## src/rtl/strap_pkg.sv

```systemverilog
package strap_pkg;
  localparam int REG_W     = 16;
  localparam int ADDR_W    = 5;
  localparam logic [ADDR_W-1:0] CTRL_ADDR = 5'd0;
  localparam logic [ADDR_W-1:0] STAT_ADDR = 5'd17;
  localparam int B_SPEED   = 13;
  localparam int B_ANEG    = 12;
  localparam int B_GOOD    = 11;
  localparam int B_PAT34   = 12;
  localparam int B_INTEG   = 1;
  localparam logic [REG_W-1:0] CTRL_RST = 16'h3000;
  localparam logic [REG_W-1:0] STAT_RST = 16'h0000;

  typedef struct packed {
    logic auto_x;
    logic frc_lnk;
    logic bp_err;
  } strap_t;

  function automatic logic [REG_W-1:0] merge_ctrl(input logic [REG_W-1:0] sw,
                                                  input logic frc, input logic spd_pin);
    logic [REG_W-1:0] r;
    r = sw;
    if (frc) begin
      r[B_ANEG]  = 1'b0;
      r[B_SPEED] = spd_pin;
    end
    return r;
  endfunction

  function automatic logic [REG_W-1:0] merge_stat(input logic [REG_W-1:0] sw,
                                                  input logic frc, input logic lnk_pin,
                                                  input logic p34_pin);
    logic [REG_W-1:0] r;
    r = sw;
    r[B_GOOD]  = sw[B_GOOD] | lnk_pin | frc;
    r[B_INTEG] = sw[B_INTEG] | frc;
    r[B_PAT34] = sw[B_PAT34] | p34_pin;
    return r;
  endfunction

  function automatic logic xover_sel(input logic auto_en, input logic pin);
    return auto_en ? 1'b0 : pin;
  endfunction
endpackage

```

## src/rtl/strap_sync.sv

```systemverilog
module strap_sync #(
  parameter int W = 4
) (
  input  logic         clk,
  input  logic         rst_n,
  input  logic [W-1:0] d,
  output logic [W-1:0] q
);
  logic [W-1:0] meta;

  for (genvar i = 0; i < W; i++) begin : g_bit
    always_ff @(posedge clk) begin
      meta[i] <= d[i];
      q[i]    <= meta[i];
    end
  end


  sync_lat_chk: assert property (@(posedge clk) disable iff (!rst_n)
    q == $past(d, 2));
endmodule

```

## src/rtl/strap_latch.sv

```systemverilog
module strap_latch
  import strap_pkg::*;
(
  input  logic   clk,
  input  logic   rst_n,
  input  logic   s_xover,
  input  logic   s_lnkfrc,
  input  logic   s_bypass,
  output strap_t st
);
  logic was_run;

  always_ff @(posedge clk) begin
    if (!rst_n) begin
      st.auto_x  <= s_xover;
      st.frc_lnk <= s_lnkfrc;
      st.bp_err  <= s_bypass;
    end
    was_run <= rst_n;
  end


  strap_hold_chk: assert property (@(posedge clk) disable iff (!rst_n)
    was_run |-> $stable(st));
endmodule

```

## src/rtl/strap_regs.sv

```systemverilog
module strap_regs
  import strap_pkg::*;
(
  input  logic              clk,
  input  logic              rst_n,
  input  logic              wr_en,
  input  logic [ADDR_W-1:0] wr_addr,
  input  logic [REG_W-1:0]  wr_data,
  input  logic [ADDR_W-1:0] rd_addr,
  input  strap_t            st,
  input  logic              s_lnkfrc,
  input  logic              s_pat34,
  output logic [REG_W-1:0]  ctrl_eff,
  output logic [REG_W-1:0]  stat_eff,
  output logic [REG_W-1:0]  rd_data
);
  logic [REG_W-1:0] ctrl_sw, stat_sw;
  logic wr_ctrl, wr_stat;

  assign wr_ctrl = wr_en && (wr_addr == CTRL_ADDR);
  assign wr_stat = wr_en && (wr_addr == STAT_ADDR);

  always_ff @(posedge clk) begin
    if (!rst_n) begin
      ctrl_sw <= CTRL_RST;
      stat_sw <= STAT_RST;
    end else begin
      if (wr_ctrl) ctrl_sw <= wr_data;
      if (wr_stat) stat_sw <= wr_data;
    end
  end

  assign ctrl_eff = merge_ctrl(ctrl_sw, st.frc_lnk, s_lnkfrc);
  assign stat_eff = merge_stat(stat_sw, st.frc_lnk, s_lnkfrc, s_pat34);

  always_comb begin
    if (rd_addr == CTRL_ADDR)      rd_data = ctrl_eff;
    else if (rd_addr == STAT_ADDR) rd_data = stat_eff;
    else                           rd_data = '0;
  end


  forced_mask_chk: assert property (@(posedge clk) disable iff (!rst_n)
    (st.frc_lnk && wr_ctrl) |=> (ctrl_eff[B_ANEG] == 1'b0));

  good_or_chk: assert property (@(posedge clk) disable iff (!rst_n)
    s_lnkfrc |-> stat_eff[B_GOOD]);

  frc_link_chk: assert property (@(posedge clk) disable iff (!rst_n)
    st.frc_lnk |-> (stat_eff[B_GOOD] && stat_eff[B_INTEG] && !ctrl_eff[B_ANEG]));
endmodule

```

## src/rtl/strap_cfg_ctrl.sv

```systemverilog
module strap_cfg_ctrl
  import strap_pkg::*;
(
  input  logic              clk,
  input  logic              rst_n,
  input  logic              pin_xover_i,
  input  logic              pin_lnkfrc_i,
  input  logic              pin_pat34_i,
  input  logic              pin_bypass_i,
  input  logic              wr_en_i,
  input  logic [ADDR_W-1:0] wr_addr_i,
  input  logic [REG_W-1:0]  wr_data_i,
  input  logic [ADDR_W-1:0] rd_addr_i,
  output logic [REG_W-1:0]  rd_data_o,
  output logic              xover_mode_o,
  output logic              auto_xover_o,
  output logic              speed100_o,
  output logic              aneg_en_o,
  output logic              link_good_o,
  output logic              link_integ_o,
  output logic              pat34_o,
  output logic              bypass_o,
  output logic              strap_err_o
);
  localparam int NPIN = 4;

  logic [NPIN-1:0] pins_raw, pins_s;
  logic s_xover, s_lnkfrc, s_pat34, s_bypass;
  strap_t st;
  logic [REG_W-1:0] ctrl_eff, stat_eff;

  assign pins_raw = {pin_bypass_i, pin_pat34_i, pin_lnkfrc_i, pin_xover_i};
  assign {s_bypass, s_pat34, s_lnkfrc, s_xover} = pins_s;

  strap_sync #(.W(NPIN)) u_sync (
    .clk(clk), .rst_n(rst_n), .d(pins_raw), .q(pins_s));

  strap_latch u_latch (
    .clk(clk), .rst_n(rst_n), .s_xover(s_xover), .s_lnkfrc(s_lnkfrc),
    .s_bypass(s_bypass), .st(st));

  strap_regs u_regs (
    .clk(clk), .rst_n(rst_n), .wr_en(wr_en_i), .wr_addr(wr_addr_i),
    .wr_data(wr_data_i), .rd_addr(rd_addr_i), .st(st), .s_lnkfrc(s_lnkfrc),
    .s_pat34(s_pat34), .ctrl_eff(ctrl_eff), .stat_eff(stat_eff), .rd_data(rd_data_o));

  assign auto_xover_o = st.auto_x;
  assign xover_mode_o = xover_sel(st.auto_x, s_xover);
  assign speed100_o   = ctrl_eff[B_SPEED];
  assign aneg_en_o    = ctrl_eff[B_ANEG];
  assign link_good_o  = stat_eff[B_GOOD];
  assign link_integ_o = stat_eff[B_INTEG];
  assign pat34_o      = stat_eff[B_PAT34];
  assign bypass_o     = rst_n & s_bypass & ~st.bp_err;
  assign strap_err_o  = st.bp_err;


  bypass_err_chk: assert property (@(posedge clk) disable iff (!rst_n)
    strap_err_o |-> !bypass_o);

  manual_x_chk: assert property (@(posedge clk) disable iff (!rst_n)
    !auto_xover_o |-> (xover_mode_o == s_xover));

  auto_x_chk: assert property (@(posedge clk) disable iff (!rst_n)
    auto_xover_o |-> !xover_mode_o);

  speed_pin_chk: assert property (@(posedge clk) disable iff (!rst_n)
    st.frc_lnk |-> (speed100_o == s_lnkfrc));
endmodule

```

## config.mk

```make
export PLATFORM = sky130hd
export DESIGN_NAME = strap_cfg_ctrl
export DESIGN_NICKNAME = d
export VERILOG_FILES = /design/src/rtl/strap_pkg.sv /design/src/rtl/strap_sync.sv /design/src/rtl/strap_latch.sv /design/src/rtl/strap_regs.sv /design/src/rtl/strap_cfg_ctrl.sv
export SDC_FILE = /design/constraint.sdc
export NUM_CORES = 1
export LEC_CHECK = 0
export BUFFER_PORTS_ARGS = -buffer_cell sky130_fd_sc_hd__buf_2
export CAP_MARGIN = 25
export CORE_UTILIZATION = 43
export DETAILED_ROUTE_END_ITERATION = 7
export GPL_TIMING_DRIVEN = 0
export PLACE_DENSITY = 0.7
export REMOVE_ABC_BUFFERS = 1
export SYNTH_ARGS = -nofsm -noshare
export SYNTH_HDL_FRONTEND = slang
export SYNTH_SLANG_ARGS = --single-unit
```

## constraint.sdc

```tcl
create_clock -name clk -period 7.5 [get_ports clk]
set_input_delay 2.25 -clock clk [delete_from_list [all_inputs] [get_ports clk]]
set_output_delay 2.25 -clock clk [all_outputs]
set_load 0.05 [all_outputs]
```

==> impl_results.md <==
- CP Cell Sequence: buf_2, nor3_1, and3_1, a22o_1, buf_2
- FMAX: between 150 and 200 MHz
- Critical path type: in -> out
- Total power: 408 µW
- Drt drc: 0
- Lkg Pwr: 0.000911 µW
- DP Worst Slack: 1510 ps
- H-tree depth: 2
- Most frequent cell after synthesis: nand2_1
- Ranking of synthesized cells by area: dfxtp_1, mux2i_1, nand2_1, a22o_1, edfxtp_1
- CP startpoint kind: input pin
- R2r setup slk: 6690 ps
- Worst R2R End: u_regs.ctrl_sw[13]$_SDFFE_PN1P_
- Clk root buf: clkbuf_8
- First-pass GRT wire length: 5810 µm
- Max stage delay on crit path: 620 ps
- Antenna violations before repair: 0
- N_diodes: 0
- Post-CTS resize count: 0
- I/O Buffers: between 50 and 60
- Core area: 3770 µm²
- Via count: approximately 1400
- Asr flop ratio synth: 0
- Synth warn: 0
- Share of the synthesized area in the top cell type: 0.457
- Top delay family on crit path: simple AND/OR/NAND/NOR gates
- Synthesized area: around 1800 µm²
- FF-to-FF Start: u_regs.ctrl_sw[13]$_SDFFE_PN1P_
- CP endpoint kind: output port
- Hold Vio Cnt, Final: 0
- Final Util: 0.560
- CTS tree: built
- Fin nets: 254
- Final Non-Filler Cells: 269
- Synth cell types: 24
- Buffers & Inverters on Critical Path: 2
- Mux share of post-synthesis cell area: 0.178
- Worst-case reg-to-reg path depth: 2
- Clk slew on worst S/H paths: ~70 ps
- Critical Path AT: ~3700 ps
- TritonCTS Sinks: 43
- Setup Buffers After CTS: 0
- Vert. Die Dim: 65.9 µm
- PwrDens: 193 nW/µm²
- Site Rows: 22
- Setup TNS: 0 ps
- Xor and xnor area share after synthesis: 0
- Placer congestion estimate: between 0.6 and 0.7
- Drt wl/cell: 12.6 µm
- Part of the Yosys area used for sequential elements: 0.508
- Most used flip-flop cell after synthesis: dfxtp_1
- Largest area contributor in the netlist: dfxtp_1
- DRT iter0 DRCs: ~50
- Placed Cells incl. Taps: 262
- Final WS setup: 1560 ps
- Largest family of logic cells by synthesized area: multiplexers
- Max_cap viols: 0
- Hold Buf Count CTS: 0
- Vias in the first global route: 1299
- Tmin final: 5940 ps
- GR Overflow Total: 0
- VDD IR-drop max: 0.152 mV
- Hold WC Path Type: reg -> reg
- Layout cells sized above 1: 0.326
- Ratio of final minimum period to clock period: 0.792
- Die W: ~66 µm
- Max_slew headroom: 0.418
- Ports: 58
- Clock skew: 4.03 ps
- Synthesis-stage register bit count: 43
- Maximum clock path buffer count: 2
- Unrepaired setup endpoints after global routing: no
- Hold Path End: u_sync.q[3]$_DFF_P_
- Post-synth EDFFs: 3
- Critical path fanouts, max: 16
- Routed Antenna Nets: 0
- Area Overhead vs Synth: 20.6%
- Worst-margin pin slew: 870 ps
- Pins Over Slew Limit: 0
- Synth Area in Compound Gates: 0.101
- Total track usage: 0.181
- Status: finished clean
- DP Wirelength: 2320 µm
- Initial Util: 0.465
- Clock latency on the worst-skew pair: 290 ps
- Largest net degree at the start of global routing: 49
- Inserted Clock Buffers: 5
- Die area: 4340 µm²
- Post-synth top cells: nand2_1, dfxtp_1, mux2i_1, a22o_1, clkbuf_1
- Syn avg cell area: about 10 µm²
- Synth Area in Simple Gates: 0.169
- Drt pass-1 iters: 4
- Drt via density: 5.02
- Hold Path Depth: 0
- Final setup violation count: 0
- Slowest CP cell: and3_1
- Synth Instances: 167
- Post-synthesis adder-cell area fraction: 0
- Routed wire length: 3380 µm
- Crit path top cell by count: buf_2
- Crit path required time: around 5300 ps
- Fill cells: 371
- Hold_sp: u_sync.meta[3]$_DFF_P_
## routing by layer
layer | wire length, µm | vias up | global-route usage
li1 | - | 682 | -
met1 | 1540 | 626 | 0.208
met2 | 1600 | 37 | 0.314
met3 | 192 | 6 | 0.0534
met4 | 53 | 0 | 0.0652
met5 | 0 | - | 0
## sequential cells by signal (all words and copies together) (netlist names)
name / count
u_regs.ctrl_sw: 16
u_regs.stat_sw: 16
u_sync.meta: 4
u_sync.q: 4
u_latch.st: 3
## worst max path at each step
| stage | startpoint | endpoint | slack [ps] | depth (start not counted) |
|---|---|---|---|---|
| after floorplan | rd_addr_i[3] | rd_data_o[12] | 1680 | 3 |
| after global placement | rd_addr_i[3] | rd_data_o[1] | 1190 | 5 |
| after detailed placement | rd_addr_i[3] | rd_data_o[8] | 1510 | 5 |
| after CTS | rd_addr_i[3] | rd_data_o[8] | 1510 | 5 |
| after global routing | rd_addr_i[3] | rd_data_o[0] | 1380 | 5 |
| final | rd_addr_i[3] | rd_data_o[8] | 1560 | 5 |
## logic make-up after synthesis
logic type | after synthesis
muxes | 31
and+or+nand+nor | 61
buffers and inverters | 12
DFF | 43
AOI/OAI and AO/OA | 20
## power by group
part	leakage [µW]	internal, µW	switching (µW)
sequential	0.000355	235	1.93
combinational	0.000517	12.6	25.0
clock	0.0000383	64.0	68.7
## stage by stage
stage	instance area, µm²	hold WS, ps
after global routing	2110	329
after global placement	2030	311
after CTS	2110	326
after floorplan	1680	310
final	2110	324
after detailed placement	2040	312
## area by class of cell
type / instances / area, µm² / share of cell area
clock buffer: 7 / 76.3 / 0.0361
tap: 48 / 60.1 / 0.0284
inverter: 1 / 3.75 / 0.00178
sequential: 43 / 891 / 0.422
multi-input combinational: 112 / 786 / 0.372
timing repair buffer: 58 / 297 / 0.140
## placed cells by master, fill, tap and decap left out, types with 3 or more instances in the layout
master	instances
buf_2	57
nand2_1	48
dfxtp_1	40
mux2i_1	30
a22o_1	16
clkbuf_8	5
edfxtp_1	3
No activity file was read; power rests on OpenSTA's default activity.
